`config.mk`:
```
export PLATFORM = sky130hd
export DESIGN_NAME = wdt_timer
export DESIGN_NICKNAME = d
export VERILOG_FILES = /design/src/rtl/wdt_pkg.sv /design/src/rtl/wdt_prescaler.sv /design/src/rtl/wdt_counter.sv /design/src/rtl/wdt_pulse.sv /design/src/rtl/wdt_timer.sv
export SDC_FILE = /design/constraint.sdc
export NUM_CORES = 1
export LEC_CHECK = 0
export ABC_CLOCK_PERIOD_IN_PS = 2640
export BUFFER_PORTS_ARGS = -buffer_cell sky130_fd_sc_hd__buf_2
export CORE_UTILIZATION = 34
export DETAILED_ROUTE_END_ITERATION = 8
export PLACE_DENSITY = 0.49
export RECOVER_POWER = 100
export SYNTH_ARGS = -nofsm -noshare
export SYNTH_HDL_FRONTEND = slang
export SYNTH_SLANG_ARGS = --single-unit
```
`constraint.sdc`:
```
create_clock -name clk -period 2.64 [get_ports clk]
set_clock_uncertainty 0.15 [all_clocks]
set_input_delay 0.528 -clock clk [delete_from_list [all_inputs] [get_ports clk]]
set_output_delay 0.528 -clock clk [all_outputs]
set_load 0.02 [all_outputs]
```
`src/rtl/wdt_pkg.sv`:
```
package wdt_pkg;
  localparam int CNT_W  = 12;
  localparam int DATA_W = 32;
  localparam int ADDR_W = 4;
  localparam int KEY_W  = 8;

  localparam logic [KEY_W-1:0]  CMD_KEY  = 8'hA5;
  localparam logic [ADDR_W-1:0] OFF_CMD  = 4'h0;
  localparam logic [ADDR_W-1:0] OFF_CFG  = 4'h4;
  localparam logic [ADDR_W-1:0] OFF_STAT = 4'h8;

  // Setup register image, MSB first: window, halt, off, cpu-only, reset enable, timeout
  typedef struct packed {
    logic [CNT_W-1:0] window;
    logic             halt_en;
    logic             off;
    logic             cpu_only;
    logic             rst_en;
    logic [CNT_W-1:0] timeout;
  } cfg_t;

  localparam int CFG_W = $bits(cfg_t);

  localparam cfg_t CFG_RESET = '{window: '1, halt_en: 1'b0, off: 1'b0,
                                 cpu_only: 1'b0, rst_en: 1'b1, timeout: '1};
endpackage

```
`src/rtl/wdt_prescaler.sv`:
```
module wdt_prescaler #(
  parameter int DIV = 128
) (
  input  logic clk,
  input  logic rst,
  input  logic clr,
  input  logic run,
  input  logic slow_tick,
  output logic tick
);
  localparam int PW = (DIV > 2) ? $clog2(DIV) : 1;
  localparam logic [PW-1:0] LAST = PW'(DIV - 1);

  logic [PW-1:0] pcnt;

  always_ff @(posedge clk) begin
    if (rst || clr) begin
      pcnt <= '0;
    end else if (run && slow_tick) begin
      pcnt <= (pcnt == LAST) ? '0 : pcnt + 1'b1;
    end
  end

  assign tick = run && slow_tick && (pcnt == LAST);

  p_frozen_r9: assert property (@(posedge clk) disable iff (rst)
    (!run && !clr) |=> $stable(pcnt));
endmodule

```
`src/rtl/wdt_counter.sv`:
```
module wdt_counter
  import wdt_pkg::*;
(
  input  logic             clk,
  input  logic             rst,
  input  logic             load,
  input  logic             restart,
  input  logic             tick,
  input  logic             off,
  input  logic [CNT_W-1:0] timeout,
  input  logic [CNT_W-1:0] window,
  output logic             reload,
  output logic             uf_q,
  output logic             err_q
);
  logic [CNT_W-1:0] cnt;
  logic             restart_ok;
  logic             restart_bad;

  assign restart_ok  = restart && !off && (cnt <= window);
  assign restart_bad = restart && !off && (cnt >  window);
  assign reload      = load || restart_ok;

  always_ff @(posedge clk) begin
    if (rst) begin
      cnt   <= '1;
      uf_q  <= 1'b0;
      err_q <= 1'b0;
    end else begin
      uf_q  <= 1'b0;
      err_q <= 1'b0;
      if (reload) begin
        cnt <= timeout;
      end else if (restart_bad) begin
        err_q <= 1'b1;
      end else if (tick) begin
        if (cnt == '0) begin
          cnt  <= timeout;
          uf_q <= 1'b1;
        end else begin
          cnt <= cnt - 1'b1;
        end
      end
    end
  end

  p_runout_at_zero_r3: assert property (@(posedge clk) disable iff (rst)
    uf_q |-> $past(cnt) == '0);
  p_hold_idle_r9: assert property (@(posedge clk) disable iff (rst)
    (!tick && !load && !restart) |=> $stable(cnt));
  p_off_silent_r6: assert property (@(posedge clk) disable iff (rst)
    (off && $past(off)) |-> (!uf_q && !err_q));
  p_early_only_r10: assert property (@(posedge clk) disable iff (rst)
    err_q |-> ($past(cnt) > $past(window)));
endmodule

```
`src/rtl/wdt_pulse.sv`:
```
module wdt_pulse #(
  parameter int LEN = 16
) (
  input  logic clk,
  input  logic rst,
  input  logic start,
  output logic pulse_o
);
  localparam int LW = $clog2(LEN + 1);
  localparam logic [LW-1:0] LOADV = LW'(LEN - 1);

  logic [LW-1:0] remain;

  always_ff @(posedge clk) begin
    if (rst) begin
      remain  <= '0;
      pulse_o <= 1'b0;
    end else if (start) begin
      remain  <= LOADV;
      pulse_o <= 1'b1;
    end else if (remain != '0) begin
      remain  <= remain - 1'b1;
      pulse_o <= 1'b1;
    end else begin
      pulse_o <= 1'b0;
    end
  end

  p_pulse_holds_r11: assert property (@(posedge clk) disable iff (rst)
    $rose(pulse_o) |=> pulse_o);
endmodule

```
`src/rtl/wdt_timer.sv`:
```
module wdt_timer
  import wdt_pkg::*;
#(
  parameter int DIV       = 128,
  parameter int PULSE_LEN = 16
) (
  input  logic              clk,
  input  logic              rst,
  input  logic              slow_tick,
  input  logic              dbg_halt,
  input  logic              bus_wr,
  input  logic              bus_rd,
  input  logic [ADDR_W-1:0] bus_addr,
  input  logic [DATA_W-1:0] bus_wdata,
  output logic [DATA_W-1:0] bus_rdata,
  output logic              wdt_rst_sys,
  output logic              wdt_rst_cpu
);
  cfg_t cfg_q;
  logic locked;
  logic cfg_load_q;
  logic uf_flag, err_flag;

  logic wr_cmd, wr_cfg, rd_stat, restart;
  logic run, tick, reload, uf, err, fault;
  logic [1:0] start_v, out_v;

  assign wr_cmd  = bus_wr && (bus_addr == OFF_CMD);
  assign restart = wr_cmd && (bus_wdata[DATA_W-1 -: KEY_W] == CMD_KEY) && bus_wdata[0];
  assign wr_cfg  = bus_wr && (bus_addr == OFF_CFG) && !locked;
  assign rd_stat = bus_rd && (bus_addr == OFF_STAT);
  assign run     = !cfg_q.off && !(cfg_q.halt_en && dbg_halt);

  always_ff @(posedge clk) begin
    if (rst) begin
      cfg_q      <= CFG_RESET;
      locked     <= 1'b0;
      cfg_load_q <= 1'b0;
    end else begin
      cfg_load_q <= wr_cfg;
      if (wr_cfg) begin
        cfg_q  <= cfg_t'(bus_wdata[CFG_W-1:0]);
        locked <= 1'b1;
      end
    end
  end

  wdt_prescaler #(.DIV(DIV)) u_pre (
    .clk(clk), .rst(rst), .clr(reload), .run(run),
    .slow_tick(slow_tick), .tick(tick)
  );

  wdt_counter u_cnt (
    .clk(clk), .rst(rst), .load(cfg_load_q), .restart(restart),
    .tick(tick), .off(cfg_q.off), .timeout(cfg_q.timeout),
    .window(cfg_q.window), .reload(reload), .uf_q(uf), .err_q(err)
  );

  assign fault      = uf || err;
  assign start_v[0] = fault && cfg_q.rst_en && !cfg_q.cpu_only;
  assign start_v[1] = fault && cfg_q.rst_en &&  cfg_q.cpu_only;

  for (genvar g = 0; g < 2; g++) begin : g_out
    wdt_pulse #(.LEN(PULSE_LEN)) u_pulse (
      .clk(clk), .rst(rst), .start(start_v[g]), .pulse_o(out_v[g])
    );
  end

  assign wdt_rst_sys = out_v[0];
  assign wdt_rst_cpu = out_v[1];

  always_ff @(posedge clk) begin
    if (rst) begin
      uf_flag   <= 1'b0;
      err_flag  <= 1'b0;
      bus_rdata <= '0;
    end else begin
      uf_flag  <= uf  || (uf_flag  && !rd_stat);
      err_flag <= err || (err_flag && !rd_stat);
      if (bus_rd) begin
        case (bus_addr)
          OFF_CFG:  bus_rdata <= {{(DATA_W-CFG_W){1'b0}}, cfg_q};
          OFF_STAT: bus_rdata <= {{(DATA_W-2){1'b0}}, err_flag, uf_flag};
          default:  bus_rdata <= '0;
        endcase
      end
    end
  end

  p_cfg_locked_r2: assert property (@(posedge clk) disable iff (rst)
    (locked && bus_wr && bus_addr == OFF_CFG) |=> $stable(cfg_q));
  p_stat_clear_r12: assert property (@(posedge clk) disable iff (rst)
    (rd_stat && !uf && !err) |=> (!uf_flag && !err_flag));
  p_bad_key_r5: assert property (@(posedge clk) disable iff (rst)
    (wr_cmd && !restart && !cfg_load_q) |-> !reload);
  p_gate_r7: assert property (@(posedge clk) disable iff (rst)
    (!cfg_q.rst_en && $past(!cfg_q.rst_en)) |-> !start_v[0] && !start_v[1]);
endmodule

```
==> impl_metrics.toml, run 1 <==
[run_status]
status = "finished clean"

[critical_path]
critical_path.startpoint_type = "register"
path_buf_inv = 2
path_cells = "inv_1 -> ha_1 -> nand4_1 -> nor3_1 -> buf_4 -> a21o_1 -> a31o_2 -> a21o_1 -> a221oi_1 -> nand2_1"
worst_path_largest_cell_delay_ns = 0.36
crit_type = "register to register"
crit_family = "compound AO/OA/AOI/OAI gates"
cp_data_arrival_time_ns = 2.59
crit_path_frequent_cell = "a21o_1"
cp_slowest_cell = "dfxtp_1"
cp_max_fo = 8
end_kind = "register"
worstPathRequired_ns = 2.72

[route]
wirelength_um = 10400
viasPerCell = 5.13
drc = 0
ant_nets = 0
drtIter0Drc = 209
routedWlPerCell_um = 15.2
vias = 3502
drtPass1Iterations = 4

[floorplanning]
fp.dieH_um = 112
initial_utilization = 0.355
io_pins = 76
die_w_um = 112
coreArea_um2 = 11700
fp.dieArea_um2 = 12600
rows = 39

[final_layout]
drive_gt1_frac = 0.146
finish.instance_area_um2 = 4950
fin_util = 0.424
n_antenna_cell = 0
fin_cells = 683
mostFrequentLayoutCells = "dfxtp_1 (93), nor2_1 (56), nand2_1 (45)"
nets = 594
final_common_cell = "dfxtp_1"
syn_to_final_growth_pct = 19.5

[clock_tree]
hold_buffers = 0
cts_made_buffers = 9
clkLatencyLatePin_ns = 0.35
cts.clk_slew.worst_paths_ns = 0.07
cts_num_sinks = 93
h-tree-depth = 3
cts_tree = "done"
cts_max_path_buffers = 2
clockRootBuffer = "clkbuf_16"

[global_route]
grt_usage = 0.174
grt_pass1_vias = 3419
grt-ovfl-total = 0
grt_first_pass_wirelength_um = 17100
grt_max_degree = 54
antenna_found_initial = 0

[synth]
synth-edff-count = 0
synthCells = 458
synth_flop_cell = "dfxtp_1"
synthDistinctLibCells = 60
ys_ff_latch = 93
yosysWarnings = 0
synth_area_um2 = 4140
synthArstFlopShare = 0
ys_seq_area_frac = 0.449
syn_avg_cell_area_um2 = 9.05

[sta]
slew_violations = 0
tns_ns = 0
min_period_ns = 2.51
fin_hold_ws_ns = 0.243
rsz0062_at_grt = "false"
fmax_mhz = 399
period_share = 0.951
timing.final.ws_setup_ns = 0.131
hold_viol = 0
final-setup-viol-count = 0
tightest_slew_ns = 1.11
relSlewSlack = 0.260

[placement]
placedInstanceArea_um2 = 4710
dpl.cell_count = 667
pre_cts_ws_ns = 0.0174
hpwlAfterDp_um = 7430
port_buffers = 71
place.gp.congestion = 0.788

[pwr]
p_per_area_nw_per_um2 = 684
ir_drop_mv = 0.396
total_power_mw = 3.38
p_leak_nw = 2.24

[min_path]
hold_class = "input port to register"

[run]
cap_viol_max_count = 0
where the power goes:
part           internal (mW)  switching [mW]
combinational          0.220           0.287
clock                  0.810           0.537
sequential              1.49          0.0441
flip-flops by register name (all words and copies together) (netlist names), 2 cells and up:
| signal | count |
|---|---|
| bus_rdata | 28 |
| u_cnt.cnt | 12 |
| u_pre.pcnt | 7 |
| cfg_q | 28 |
| g_out.u_pulse.remain | 10 |
| g_out.u_pulse.pulse_o | 2 |
synth_stat cells (2+ instances only):
library cell	n	area (µm²)
nor2_1	56	210
or2_2	2	12.5
nor3_1	12	60.1
a21oi_1	30	150
clkbuf_1	16	60.1
nand2b_1	5	31.3
xor2_1	6	52.6
o21ai_0	8	40.0
buf_4	4	30.0
o21a_1	3	22.5
o31ai_1	2	15.0
a21o_1	2	15.0
a222oi_1	2	20.0
inv_1	22	82.6
nand3_1	4	20.0
o211ai_1	4	30.0
nand2_1	45	169
ha_1	17	213
o21ai_1	6	30.0
nand4_1	5	31.3
mux2i_1	30	300
or4_1	2	15.0
nor4_1	5	31.3
dfxtp_1	93	1860
buf_1	2	7.51
nor3b_1	2	15.0
and2_1	2	12.5
a22oi_1	27	203
a311oi_1	2	17.5
nand3b_1	4	30.0
and4_1	3	26.3
a31oi_1	2	12.5
xnor2_1	4	35.0
a221o_1	3	30.0
tightest hold or removal path: cells and delay by family:
family / cells / cell delay (ns)
mux: 1 / 0.05
buf+inv: 1 / 0.08
simple gates: 1 / 0.05
layout make-up:
class	instances	area, µm²
clock inverters	3	42.5
clock buffers	13	270
flip-flops and latches	93	1860
multi-input cells	321	2080
well taps	143	179
repair buffers	87	427
fillers	1167	6710
inverters	23	86.3
path summary, 6_finish.rpt:
check                                                               end  slack, ns  depth (start not counted)                                    start
worst max-delay path                          u_cnt.cnt[5]$_SDFFE_PP1P_       0.13                         10                   cfg_q[26]$_SDFFE_PP1P_
worst min register to register  g_out[1].u_pulse.remain[4]$_SDFFE_PP0P_       0.31                          1  g_out[1].u_pulse.remain[4]$_SDFFE_PP0P_
worst max register to register                u_cnt.cnt[5]$_SDFFE_PP1P_       0.13                         10                   cfg_q[26]$_SDFFE_PP1P_
worst min-delay path                             cfg_q[18]$_SDFFE_PP1P_       0.24                          3                            bus_wdata[18]
cell families (layout without fill, tap and decap cells):
kind of cell,Yosys count,in the layout,synth area share
muxes,31,31,0.0752
other,1,4,0.000905
adders and majority gates,17,17,0.0513
buffers and inverters,47,126,0.0483
and+or+nand+nor,159,159,0.193
xor gates and xnor gates,10,10,0.0211
DFF,93,93,0.449
AOI/OAI and AO/OA,100,100,0.161
metal layers:
metal	track usage	vias up	part of all wire
met5	0	-	0
met4	0.0587	0	0.017
met3	0.0470	10	0.045
met2	0.290	70	0.48
met1	0.216	1633	0.46
li1	-	1789	-
what timing repair did:
action                                  4_1_cts  5_1_grt
endpoints found under the setup margin        0        1
gates resized for setup                       0        1
buffers inserted                              0        0
Note: power is estimated with default switching activity, not from simulation.
==> run 2, diff against run 1 <==
--- a/config.mk
+++ b/config.mk
@@ -5,8 +5,10 @@
 export SDC_FILE = /design/constraint.sdc
 export NUM_CORES = 1
 export LEC_CHECK = 0
+export ABC_AREA = 1
 export ABC_CLOCK_PERIOD_IN_PS = 2640
 export BUFFER_PORTS_ARGS = -buffer_cell sky130_fd_sc_hd__buf_2
+export CORE_ASPECT_RATIO = 0.8
 export CORE_UTILIZATION = 34
 export DETAILED_ROUTE_END_ITERATION = 8
 export PLACE_DENSITY = 0.49
==> run 2 against run 1 <==
Net effect: global-route usage is 1.7 points higher; die area up 7.7%; synthesized cell count grew 36%; design area is 5.3% higher; combinational power rose by 19%; setup slack better by 0.25 ns; utilization down 1.8 points.
==> impl_metrics.toml, run 2 <==
[synth]
synthDistinctLibCells = 37
synth-edff-count = 0
synthTopCellsByCount = "nand2_1 (136), dfxtp_1 (93), inv_1 (69)"
synth_top_area_share = 0.417
synthArstFlopShare = 0
yosysMostFrequentCell = "nand2_1"
yosysTopAreaCell = "dfxtp_1"
synthTopCellsByArea = "dfxtp_1 (42%), nand2_1 (11%), o21ai_0 (7.4%), a21oi_1 (7.2%), nand3_1 (6.7%)"
ys_ff_latch = 93
ys_seq_area_frac = 0.417
synth_area_um2 = 4470
yosysWarnings = 0
synthCells = 623
synth_flop_cell = "dfxtp_1"
syn_avg_cell_area_um2 = 7.17

[sta]
tightest_slew_ns = 1.36
rsz0062_at_grt = "false"
final-setup-viol-count = 0
relSlewSlack = 0.0951
fin_hold_ws_ns = 0.236
slew_violations = 0
period_share = 0.857
min_period_ns = 2.26
hold_viol = 0
tns_ns = 0
fmax_mhz = 442

[route]
viasPerCell = 4.83
wirelength_um = 12200
drc = 0
routedWlPerCell_um = 14.0
ant_nets = 0
drtIter0Drc = 259
drtPass1Iterations = 7
vias = 4193

[global_route]
grt_usage = 0.191
grt_max_degree = 47
grt_first_pass_wirelength_um = 20200
grt_pass1_vias = 4016
grt-ovfl-total = 0
antenna_found_initial = 0

[floorplanning]
rows = 37
initial_utilization = 0.348
fp.dieArea_um2 = 13600
io_pins = 76
fp.dieH_um = 105
coreArea_um2 = 12800
die_w_um = 130

[final_layout]
syn_to_final_growth_pct = 16.7
drive_gt1_frac = 0.114
nets = 748
fin_util = 0.406
mostFrequentLayoutCells = "nand2_1 (138), dfxtp_1 (93), inv_1 (69)"
final_common_cell = "nand2_1"
n_antenna_cell = 0
reg_top3 = "bus_rdata (28), cfg_q (28), u_cnt.cnt (12)"

[critical_path]
crit_path_frequent_cell = "nand2_1"
reg2regPathDepth = 13
crit_type = "register to register"
worstPathRequired_ns = 2.79
cp_max_fo = 10
critical_path.startpoint_type = "register"
worst_path_largest_cell_delay_ns = 0.35
cp_slowest_cell = "dfxtp_1"
path_cells = "inv_1 -> ha_1 -> nand2_1 -> clkinv_1 -> nand2_1 -> nor2_1 -> nand2_1 -> nand3_1 -> nand2_1 -> a21oi_4 -> nand2_1 -> or2_1 -> inv_1"
cp_data_arrival_time_ns = 2.41
end_kind = "register"

[min_path]
hold_depth = 3
hold_class = "input port to register"

[placement]
port_buffers = 71
hpwlAfterDp_um = 9050
place.gp.congestion = 0.786

[clock_tree]
cts_max_path_buffers = 2
cts-resized-gates = 0
h-tree-depth = 3
cts_tree = "done"
cts_made_buffers = 9
postCtsSetupRepairBufs = 0
cts.clk_slew.worst_paths_ns = 0.08
clockRootBuffer = "clkbuf_16"
hold_buffers = 0
clkLatencyLatePin_ns = 0.35
cts_num_sinks = 93

[run_status]
status = "finished clean"

[pwr]
ir_drop_mv = 0.346
p_per_area_nw_per_um2 = 665
p_leak_nw = 2.46

[run]
cap_viol_max_count = 0
-- run 2: kinds of logic after synthesis --
kind of cell | after synthesis | share of synthesized area
other cells | 1 | 0.000840
buf+inv | 104 | 0.0972
fa+ha+maj | 17 | 0.0476
flops | 93 | 0.417
xor+xnor | 4 | 0.00785
compound gates | 138 | 0.161
simple gates | 266 | 0.269
-- run 2: cell type report --
cell class / count / area, µm²
multi-input combinational: 429 / 2170
fill: 1391 / 7610
tap: 175 / 219
inverter: 73 / 274
clock buffer: 9 / 225
clock inverter: 7 / 67.6
sequential: 93 / 1860
timing repair buffer: 83 / 393
-- run 2: power by group --
| part | switching, mW | internal, mW |
|---|---|---|
| combinational | 0.391 | 0.212 |
| sequential | 0.0538 | 1.51 |
| clock | 0.636 | 0.665 |
| total | 1.08 | 2.39 |
-- run 2: critical path, delay by kind of cell, from the launching register on --
kind	cells	cell delay, ns
simple gates	8	1.00
buf+inv	3	0.15
flops	1	0.35
compound gates	1	0.28
fa+ha+maj	1	0.29
-- run 2: path summary, 6_finish.rpt --
kind | to | from | slack, ns
max | u_cnt.err_q$_SDFF_PP0_ | cfg_q[27]$_SDFFE_PP1P_ | 0.38
min | cfg_q[10]$_SDFFE_PP1P_ | bus_wdata[10] | 0.24
max reg2reg | u_cnt.err_q$_SDFF_PP0_ | cfg_q[27]$_SDFFE_PP1P_ | 0.38
min reg2reg | bus_rdata[9]$_SDFFE_PP0P_ | cfg_q[9]$_SDFFE_PP1P_ | 0.30
-- run 2: metal layers --
layer	GRT usage	vias up	share of wire
met2	0.285	110	0.41
li1	-	2166	-
met1	0.275	1903	0.52
met3	0.0370	14	0.057
met5	0	-	0
met4	0.0548	0	0.013
-- run 2: metrics by stage --
step           power (mW)  std cells  setup slack, ns  instance area (µm²)
3_5_place_dp         2.21        853            0.473                 4990
4_1_cts              3.52        869            0.447                 5280
6_report             3.47        869            0.379                 5210
5_1_grt              3.70        869            0.161                 5210
3_3_place_gp         2.20        853            0.481                 4990
2_1_floorplan        2.04        626            0.819                 4480
==> run 3, diff against run 2 <==
--- a/config.mk
+++ b/config.mk
@@ -6,7 +6,7 @@
 export NUM_CORES = 1
 export LEC_CHECK = 0
 export ABC_AREA = 1
-export ABC_CLOCK_PERIOD_IN_PS = 2640
+export ABC_CLOCK_PERIOD_IN_PS = 2700
 export BUFFER_PORTS_ARGS = -buffer_cell sky130_fd_sc_hd__buf_2
 export CORE_ASPECT_RATIO = 0.8
 export CORE_UTILIZATION = 34
==> constraint.sdc (replaced) <==
create_clock -name clk -period 2.7 [get_ports clk]
set_clock_uncertainty 0.15 [all_clocks]
set_input_delay 0.54 -clock clk [delete_from_list [all_inputs] [get_ports clk]]
set_output_delay 0.54 -clock clk [all_outputs]
set_load 0.02 [all_outputs]
==> run 3 against run 2 <==
Net effect: hold slack improved by 0.017 ns; setup slack got worse by 0.042 ns; fmax decreased by 4.3%; final cell count decreased by 0.46%; utilization decreased by 0.15 points; highest routed layer unchanged; register-to-register slack got worse by 0.04 ns; combinational power decreased by 1%; sequential power about the same; critical endpoint unchanged; design area decreased by 0.36%; non-clock buffer count decreased by 4; clock power decreased by 5%; largest power group unchanged.
==> impl_metrics.toml, run 3 (synthesized netlist as in run 2, its figures left out) <==
[run_status]
status = "finished clean"

[pwr]
total_power_mw = 3.36
p_per_area_nw_per_um2 = 648
p_leak_nw = 2.44
ir_drop_mv = 0.476

[critical_path]
cp_data_arrival_time_ns = 2.50
crit_type = "register to register"
cp_slowest_cell = "dfxtp_1"
cp_max_fo = 12
end_kind = "register"
crit_path_frequent_cell = "nand2_1"
worstPathRequired_ns = 2.84
path_cells = "ha_1 -> nand2_1 -> inv_1 -> nand2_1 -> nor2_1 -> nand2_1 -> nand3_1 -> nand2_1 -> a21oi_4 -> nand2_1 -> or2_0 -> inv_1"
crit_family = "simple AND/OR/NAND/NOR gates"
critical_path.startpoint_type = "register"
r2r_slack_ns = 0.34
path_buf_inv = 2
worst_path_largest_cell_delay_ns = 0.39

[route]
vias = 4129
ant_nets = 0
drtIter0Drc = 265
viasPerCell = 4.77
drtPass1Iterations = 5
routedWlPerCell_um = 14.1
wirelength_um = 12200
drc = 0

[placement]
place.gp.congestion = 0.834
hpwlAfterDp_um = 9020
dpl.cell_count = 849
port_buffers = 71
placedInstanceArea_um2 = 4970

[global_route]
grt_max_degree = 47
grt-ovfl-total = 0
grt.met1_usage = 0.279
grt_util_met3 = 0.0473
top_usage_layer = "met1"
antenna_found_initial = 0
grt_first_pass_wirelength_um = 19900
grt_pass1_vias = 3947
grt_usage = 0.190
met2_usage = 0.274

[sta]
relSlewSlack = 0.145
slew_violations = 0
final-setup-viol-count = 0
hold_viol = 0
min_period_ns = 2.36
period_share = 0.875
tightest_slew_ns = 1.28
tns_ns = 0
rsz0062_at_grt = "false"
fmax_mhz = 423

[clock_tree]
cts_num_sinks = 93
postCtsSetupRepairBufs = 0
cts-resized-gates = 0
clockRootBuffer = "clkbuf_16"
cts.clk_slew.worst_paths_ns = 0.07
clkLatencyLatePin_ns = 0.34
cts_made_buffers = 9
h-tree-depth = 3
hold_buffers = 0
cts_tree = "done"
cts_max_path_buffers = 2

[final_layout]
final_common_cell = "nand2_1"
nets = 744
drive_gt1_frac = 0.110
syn_to_final_growth_pct = 16.3
fin_cells = 865
finish.instance_area_um2 = 5190
n_antenna_cell = 0
mostFrequentLayoutCells = "nand2_1 (138), dfxtp_1 (93), inv_1 (69)"
reg_top3 = "bus_rdata (28), cfg_q (28), u_cnt.cnt (12)"

[floorplanning]
rows = 37
die_w_um = 130
coreArea_um2 = 12800
fp.dieArea_um2 = 13600
fp.dieH_um = 105
io_pins = 76
initial_utilization = 0.348

[run]
cap_viol_max_count = 0

[min_path]
hold_class = "input port to register"
## run 3: cell type report
cell class / count / area (µm²)
fill: 1363 / 7630
multi-input combinational: 429 / 2170
sequential: 93 / 1860
timing repair buffer: 79 / 380
inverter: 73 / 274
clock buffer: 10 / 239
tap: 175 / 219
clock inverter: 6 / 52.6
## run 3: path summary, 6_finish.rpt
kind / endpoint / start / cells after the start
worst max-delay path: u_cnt.err_q$_SDFF_PP0_ / u_cnt.cnt[9]$_SDFFE_PP1P_ / 12
worst min register to register: bus_rdata[5]$_SDFFE_PP0P_ / cfg_q[5]$_SDFFE_PP1P_ / 2
worst max register to register: u_cnt.err_q$_SDFF_PP0_ / u_cnt.cnt[9]$_SDFFE_PP1P_ / 12
worst min-delay path: cfg_q[12]$_SDFFE_PP1P_ / bus_wdata[12] / 3
## run 3: worst register-to-register path: stages (launching register included)
cell	delay, ns
dfxtp_1	0.39
ha_1	0.33
nand2_1	0.05
inv_1	0.05
nand2_1	0.08
nor2_1	0.11
nand2_1	0.06
nand3_1	0.10
nand2_1	0.12
a21oi_4	0.30
nand2_1	0.22
or2_0	0.28
inv_1	0.06
## run 3: layer usage
metal  share of wire  wire, µm  vias to the layer above
met3           0.052       628                        6
met4          0.0087       106                        0
li1                -         -                     2151
met5               0         0                        -
met1            0.53      6420                     1881
met2            0.41      5000                       91
## run 3: per-stage QoR
step,hold WS (ns),setup slack [ns],utilization
2_1_floorplan,0.274,0.879,-
3_3_place_gp,0.289,0.472,0.387
3_5_place_dp,0.294,0.457,0.387
4_1_cts,0.236,0.444,0.410
5_1_grt,0.231,0.133,0.405
6_report,0.252,0.337,0.405
## run 3: power by group
group          leakage, nW  switching (mW)  internal, mW  total [mW]
Clock                0.138           0.577         0.665        1.24
Combinational         1.54           0.387         0.208       0.594
Sequential           0.760          0.0515          1.48        1.53
